<file path="src/rtl/gpio_bank_pkg.sv">
package gpio_bank_pkg;

  typedef enum logic [1:0] {
    TRIG_LOW  = 2'd0,
    TRIG_HIGH = 2'd1,
    TRIG_RISE = 2'd2,
    TRIG_FALL = 2'd3
  } trig_mode_e;

  // word index = byte address [4:2]
  localparam logic [2:0] W_DATA   = 3'd0;
  localparam logic [2:0] W_DIR    = 3'd1;
  localparam logic [2:0] W_PAD    = 3'd2;
  localparam logic [2:0] W_TRG_LO = 3'd3;
  localparam logic [2:0] W_TRG_HI = 3'd4;
  localparam logic [2:0] W_MASK   = 3'd5;
  localparam logic [2:0] W_STAT   = 3'd6;
  localparam logic [2:0] W_ANYEDG = 3'd7;

  function automatic logic trig_hit(input logic [1:0] mode, input logic any_edge,
                                    input logic cur, input logic prv);
    logic r;
    if (any_edge) begin
      r = cur ^ prv;
    end else begin
      unique case (trig_mode_e'(mode))
        TRIG_LOW:  r = ~cur;
        TRIG_HIGH: r = cur;
        TRIG_RISE: r = cur & ~prv;
        TRIG_FALL: r = ~cur & prv;
        default:   r = 1'b0;
      endcase
    end
    return r;
  endfunction

endpackage

</file>
<file path="src/rtl/gpio_sync.sv">
module gpio_sync #(
  parameter int WIDTH  = 32,
  parameter int STAGES = 2
) (
  input  logic             clk,
  input  logic             rst,
  input  logic [WIDTH-1:0] d,
  output logic [WIDTH-1:0] q
);
  logic [STAGES-1:0][WIDTH-1:0] chain;

  always_ff @(posedge clk) begin
    if (rst) begin
      chain <= '0;
    end else begin
      chain[0] <= d;
      for (int s = 1; s < STAGES; s++) begin
        chain[s] <= chain[s-1];
      end
    end
  end

  assign q = chain[STAGES-1];
endmodule

</file>
<file path="src/rtl/gpio_irq_detect.sv">
module gpio_irq_detect
  import gpio_bank_pkg::*;
#(
  parameter int NUM_PINS = 32
) (
  input  logic                  clk,
  input  logic                  rst,
  input  logic [NUM_PINS-1:0]   cur,
  input  logic [2*NUM_PINS-1:0] trig_cfg,
  input  logic [NUM_PINS-1:0]   any_edge,
  output logic [NUM_PINS-1:0]   hit
);
  logic [NUM_PINS-1:0] prv_q;

  always_ff @(posedge clk) begin
    if (rst) prv_q <= '0;
    else     prv_q <= cur;
  end

  for (genvar p = 0; p < NUM_PINS; p++) begin : g_pin
    assign hit[p] = trig_hit(trig_cfg[2*p +: 2], any_edge[p], cur[p], prv_q[p]);
  end
endmodule

</file>
<file path="src/rtl/gpio_regfile.sv">
module gpio_regfile
  import gpio_bank_pkg::*;
#(
  parameter int NUM_PINS = 32,
  parameter int ADDR_W   = 8
) (
  input  logic                  clk,
  input  logic                  rst,
  input  logic [ADDR_W-1:0]     addr,
  input  logic [NUM_PINS-1:0]   wdata,
  input  logic                  wr,
  input  logic                  rd,
  input  logic [NUM_PINS-1:0]   pad,
  input  logic [NUM_PINS-1:0]   hit,
  output logic [NUM_PINS-1:0]   data_q,
  output logic [NUM_PINS-1:0]   dir_q,
  output logic [2*NUM_PINS-1:0] trig_q,
  output logic [NUM_PINS-1:0]   mask_q,
  output logic [NUM_PINS-1:0]   anyedge_q,
  output logic [NUM_PINS-1:0]   stat_q,
  output logic [NUM_PINS-1:0]   rdata
);
  logic       in_range;
  logic [2:0] word;
  logic       wr_hit;
  logic [NUM_PINS-1:0] clr_bits;
  logic [NUM_PINS-1:0] rd_mux;

  assign in_range = (addr[ADDR_W-1:5] == '0) && (addr[1:0] == 2'b00);
  assign word     = addr[4:2];
  assign wr_hit   = wr && in_range;
  assign clr_bits = (wr_hit && word == W_STAT) ? wdata : '0;

  always_ff @(posedge clk) begin
    if (rst) begin
      data_q    <= '0;
      dir_q     <= '0;
      trig_q    <= '0;
      mask_q    <= '0;
      anyedge_q <= '0;
    end else if (wr_hit) begin
      unique case (word)
        W_DATA:   data_q <= wdata;
        W_DIR:    dir_q <= wdata;
        W_TRG_LO: trig_q[NUM_PINS-1:0] <= wdata;
        W_TRG_HI: trig_q[2*NUM_PINS-1:NUM_PINS] <= wdata;
        W_MASK:   mask_q <= wdata;
        W_ANYEDG: anyedge_q <= wdata;
        default:  ;
      endcase
    end
  end

  // hit wins over a same-cycle clear
  always_ff @(posedge clk) begin
    if (rst) stat_q <= '0;
    else     stat_q <= (stat_q & ~clr_bits) | hit;
  end

  always_comb begin
    rd_mux = '0;
    if (in_range) begin
      unique case (word)
        W_DATA:   rd_mux = data_q;
        W_DIR:    rd_mux = dir_q;
        W_PAD:    rd_mux = pad;
        W_TRG_LO: rd_mux = trig_q[NUM_PINS-1:0];
        W_TRG_HI: rd_mux = trig_q[2*NUM_PINS-1:NUM_PINS];
        W_MASK:   rd_mux = mask_q;
        W_STAT:   rd_mux = stat_q;
        W_ANYEDG: rd_mux = anyedge_q;
        default:  rd_mux = '0;
      endcase
    end
  end

  always_ff @(posedge clk) begin
    if (rst)     rdata <= '0;
    else if (rd) rdata <= rd_mux;
  end
endmodule

</file>
<file path="src/rtl/gpio_bank_ctrl.sv">
module gpio_bank_ctrl #(
  parameter int NUM_PINS    = 32,
  parameter int ADDR_W      = 8,
  parameter int SYNC_STAGES = 2
) (
  input  logic                clk,
  input  logic                rst,
  input  logic [ADDR_W-1:0]   bus_addr,
  input  logic [NUM_PINS-1:0] bus_wdata,
  input  logic                bus_wr,
  input  logic                bus_rd,
  output logic [NUM_PINS-1:0] bus_rdata,
  input  logic [NUM_PINS-1:0] pin_in,
  output logic [NUM_PINS-1:0] pin_out,
  output logic [NUM_PINS-1:0] pin_oe,
  output logic                irq_lo,
  output logic                irq_hi
);
  localparam int HALF    = NUM_PINS / 2;
  localparam int N_LINES = 2;

  logic [NUM_PINS-1:0]   pad_sync;
  logic [NUM_PINS-1:0]   hit_w;
  logic [2*NUM_PINS-1:0] trig_w;
  logic [NUM_PINS-1:0]   mask_w;
  logic [NUM_PINS-1:0]   anyedge_w;
  logic [NUM_PINS-1:0]   stat_w;
  logic [N_LINES-1:0]    line_d;
  logic [N_LINES-1:0]    line_q;

  gpio_sync #(.WIDTH(NUM_PINS), .STAGES(SYNC_STAGES)) u_sync (
    .clk(clk), .rst(rst), .d(pin_in), .q(pad_sync)
  );

  gpio_irq_detect #(.NUM_PINS(NUM_PINS)) u_detect (
    .clk(clk), .rst(rst), .cur(pad_sync), .trig_cfg(trig_w),
    .any_edge(anyedge_w), .hit(hit_w)
  );

  gpio_regfile #(.NUM_PINS(NUM_PINS), .ADDR_W(ADDR_W)) u_regs (
    .clk(clk), .rst(rst), .addr(bus_addr), .wdata(bus_wdata),
    .wr(bus_wr), .rd(bus_rd), .pad(pad_sync), .hit(hit_w),
    .data_q(pin_out), .dir_q(pin_oe), .trig_q(trig_w), .mask_q(mask_w),
    .anyedge_q(anyedge_w), .stat_q(stat_w), .rdata(bus_rdata)
  );

  for (genvar h = 0; h < N_LINES; h++) begin : g_line
    assign line_d[h] = |(stat_w[h*HALF +: HALF] & mask_w[h*HALF +: HALF]);
  end

  always_ff @(posedge clk) begin
    if (rst) line_q <= '0;
    else     line_q <= line_d;
  end

  assign irq_lo = line_q[0];
  assign irq_hi = line_q[1];
endmodule

</file>
<file path="config.mk">
export PLATFORM = sky130hd
export DESIGN_NAME = gpio_bank_ctrl
export DESIGN_NICKNAME = d
export VERILOG_FILES = /design/src/rtl/gpio_bank_pkg.sv /design/src/rtl/gpio_sync.sv /design/src/rtl/gpio_irq_detect.sv /design/src/rtl/gpio_regfile.sv /design/src/rtl/gpio_bank_ctrl.sv
export SDC_FILE = /design/constraint.sdc
export NUM_CORES = 1
export LEC_CHECK = 0
export BUFFER_PORTS_ARGS = -buffer_cell sky130_fd_sc_hd__buf_4
export CORE_MARGIN = 5
export CORE_UTILIZATION = 35
export DETAILED_ROUTE_END_ITERATION = 6
export PLACE_DENSITY_LB_ADDON = 0.08
export SYNTH_ARGS = -nofsm -noshare
export SYNTH_HDL_FRONTEND = slang
export SYNTH_HIERARCHICAL = 1
export SYNTH_SLANG_ARGS = --single-unit
</file>
<file path="constraint.sdc">
create_clock -name clk -period 2.45 [get_ports clk]
set_clock_uncertainty 0.2 [all_clocks]
set_input_delay 0.1225 -clock clk [delete_from_list [all_inputs] [get_ports clk]]
set_output_delay 0.1225 -clock clk [all_outputs]
set_load 0.005 [all_outputs]
</file>
==> impl_metrics.csv <==
group,metric,value,unit
outcome,status,"completed",
clocking,clockBufferDepth,3,
flow_run,drv_cap,0,
placed_design,placed_area,18900,um2
global_route,gr-usage-all-layers,0.221,
logic_synthesis,synth_cell_type_count,46,
clocking,h-tree-depth,2,
logic_synthesis,synthCells,1970,
setup_path,cp.required,2.69,ns
die,core,47500,um2
die,row_count,80,
sta,timing.hold.ws,0.0941,ns
logic_synthesis,yosys.area_share.simple,0.186,
logic_synthesis,yosysSeqAreaShare,0.423,
sta,hold_violations,0,
clocking,numCtsBuffers,42,
detailed_routing,routed_via_density,5.16,
setup_path,cp_max_fo,32,
logic_synthesis,synth_flop_cell,"dfxtp_1",
placed_design,dp_hpwl,41400,um
global_route,grt_pass1_vias,14236,
sta,maxSlewHeadroom,0.355,
clocking,cts_tree,"done",
logic_synthesis,synthArstFlopShare,0,
clocking,clock_sinks,354,
logic_synthesis,ys_ff_latch,354,
logic_synthesis,syn-mean-instance-area,8.51,um2
global_route,grt_remaining_overflow,0,
global_route,grt_start_max_net_pins,88,
sta,rsz0062_at_grt,"false",
cells_and_area,antenna_cells,0,
cells_and_area,fin_cells,2819,
clocking,clkSlewWorstSetupHoldPaths,0.05,ns
setup_path,crit_path_start_kind,"primary input",
detailed_routing,postRouteAntennaNets,0,
setup_path,slowest_stage,"or4_2",
detailed_routing,drtIter0Drc,946,
hold_path,min_path_type,"primary input to register",
logic_synthesis,synth-edff-count,0,
placed_design,dp.cells,2678,
clocking,root_buffer,"clkbuf_16",
setup_path,crit_buf_inv,3,
cells_and_area,layout-drive-gt1-share,0.175,
setup_path,cpPeakStageDelay,0.71,ns
sta,finalSetupViolCount,0,
setup_path,critPathCaptureType,"register",
cells_and_area,fillers,4775,
cells_and_area,fin_area,20900,um2
pwr,p_leak,8.81,nW
sta,final.period_utilization,0.961,
detailed_routing,routedWlPerCell,21.2,um
logic_synthesis,synth_nets,2110,
detailed_routing,vias,14542,
setup_path,cp_cell_sequence,"dlygate4sd3_1, buf_4, or4_4, or4_2, buf_12, mux2i_1, nor2_1",
clocking,worstSkewPairLatency,0.56,ns
setup_path,crit_arrival,2.59,ns
sta,worst_slew_pin_slew,0.944,ns
placed_design,portBuffers,173,
placed_design,gp_congestion,0.815,
pwr,ir_worst_vdd,444,uV
cells_and_area,regArea,7090,um2
sta,fmax,0.425,GHz
cells_and_area,utilization,0.440,
die,start_util,0.353,
setup_path,path_delay_family,"simple AND/OR/NAND/NOR gates",
sta,maxSlewViolCount,0,
die,io_pins,174,
detailed_routing,first_pass_iters,7,
pwr,cellPowerDensity,628,nW/um2
cells_and_area,area_delta_synth_final,24.7,%
die,die_width,229,um
setup_path,path_class,"primary input to register",
logic_synthesis,netlist_area,16800,um2
global_route,grt_first_pass_wirelength,90200,um
sta,fin_crit,2.36,ns
detailed_routing,drc,0,
logic_synthesis,yosys_warnings,6,
global_route,antenna_found_initial,1,
logic_synthesis,synth_compound_area_frac,0.166,
cells_and_area,multi_input_area,8060,um2
logic_synthesis,synth_xor_area_frac,0,
die,die_y,229,um
logic_synthesis,yosys.area_share.adder,0.0478,
logic_synthesis,synth_top_family_by_area,"simple AND/OR/NAND/NOR gates",
detailed_routing,totalWireLength,59800,um
pwr,finalPower,0.0131,W
die,die_area,52400,um2
cells_and_area,nNetsFinal,2320,
logic_synthesis,muxShareOfSynthArea,0.0791,
path summary, 6_finish.rpt:
| check | slack [ns] | startpoint | end | cells past startpoint |
|---|---|---|---|---|
| worst max-delay path | 0.09 | bus_addr[6] | u_regs/mask_q[3]$_SDFFE_PP0P_ | 7 |
| worst min-delay path | 0.09 | bus_addr[2] | u_regs/rdata[30]$_SDFFE_PP0P_ | 4 |
| worst max register to register | 0.34 | u_regs/trig_q[18]$_SDFFE_PP0P_ | u_regs/rdata[18]$_SDFFE_PP0P_ | 5 |
| worst min register to register | 0.23 | u_sync/chain[20]$_SDFF_PP0_ | u_sync/q[20]$_SDFF_PP0_ | 1 |
synth_stat cells (3+ instances only):
| cell | count | area (um2) |
|---|---|---|
| a2111oi_0 | 43 | 377 |
| a2111oi_1 | 18 | 180 |
| a211o_1 | 18 | 158 |
| a211oi_1 | 3 | 22.5 |
| a21oi_1 | 165 | 826 |
| a221oi_1 | 18 | 158 |
| a22o_1 | 6 | 52.6 |
| a22oi_1 | 4 | 30.0 |
| and3_1 | 31 | 194 |
| buf_2 | 21 | 105 |
| buf_4 | 33 | 248 |
| buf_6 | 9 | 101 |
| clkbuf_1 | 91 | 342 |
| dfxtp_1 | 354 | 7090 |
| ha_1 | 64 | 801 |
| inv_1 | 223 | 837 |
| mux2i_1 | 128 | 1280 |
| nand2_1 | 288 | 1080 |
| nand2b_1 | 4 | 25.0 |
| nand3_1 | 3 | 15.0 |
| nor2_1 | 144 | 541 |
| nor2b_1 | 68 | 425 |
| nor2b_2 | 60 | 526 |
| nor3_1 | 5 | 25.0 |
| nor3b_1 | 19 | 143 |
| o21ai_0 | 27 | 135 |
| o21ai_1 | 5 | 25.0 |
| o31ai_1 | 30 | 225 |
| o32ai_1 | 58 | 508 |
| or2_2 | 3 | 18.8 |
| or3_1 | 3 | 18.8 |
| or4_1 | 3 | 22.5 |
layout by cell type (no fill, tap or decap), types with 58 or more instances in the layout:
cell type and count:
ha_1 64, dfxtp_1 354, a21oi_1 165, nor2_1 142
o32ai_1 58, mux2i_1 128, dlygate4sd3_1 73, nor2b_1 68
nand2_1 288, buf_4 231, inv_1 223, nor2b_2 60
through the flow:
| stage | TNS [ns] | setup WS (ns) |
|---|---|---|
| after CTS | 0 | 0.160 |
| after floorplan | 0 | 0.389 |
| after detailed placement | -0.0911 | -0.0607 |
| after global routing | 0 | 0.0376 |
| final | 0 | 0.0947 |
| after global placement | -0.253 | -0.126 |
registers in the layout, summed over array words and instances (netlist names):
signal / count
u_regs/mask_q: 32
u_regs/trig_q: 64
u_sync/chain: 32
u_detect/prv_q: 32
u_regs/dir_q: 32
u_regs/data_q: 32
u_sync/q: 32
u_regs/anyedge_q: 32
line_q: 2
u_regs/stat_q: 32
u_regs/rdata: 32
cell type report:
cell class                      instances  share of cell area
Multi-Input combinational cell       1236               0.385
Sequential cell                       354               0.339
Timing Repair Buffer                  323               0.136
Clock buffer                           63              0.0594
Inverter                              223              0.0400
Tap cell                              615              0.0368
Clock inverter                          5             0.00377
kinds of logic after synthesis:
family	Yosys count
mux	131
simple gates	638
buf+inv	380
fa+ha+maj	64
flops	354
compound gates	403
worst register-to-register path, stage by stage (launching register included):
cell,delay [ns]
dfxtp_1,0.34
mux2i_1,0.24
o32ai_1,0.15
a2111oi_0,0.77
buf_4,0.23
o31ai_1,0.06
power breakdown:
group | switching (W) | internal, W | leakage (nW)
clock network | 0.00247 | 0.00367 | 0.648
logic | 0.000594 | 0.000445 | 5.28
registers | 0.0000950 | 0.00586 | 2.88
total | 0.00316 | 0.00998 | 8.81
timing repair:
| action | 4_1_cts | 5_1_grt |
|---|---|---|
| buffers inserted | 0 | 0 |
| resized for setup | 0 | 0 |
| hold buffers | 73 | 0 |
| hold endpoints to repair | 302 | 0 |
metal layers:
metal / track usage / routed length (um) / up-vias
met1: 0.318 / 28800 / 7007
met2: 0.344 / 26100 / 410
li1: - / - / 7050
met4: 0.0615 / 1470 / 2
met5: 0 / 10 / -
met3: 0.0378 / 3440 / 73
No activity file was read; power rests on OpenSTA's default activity.
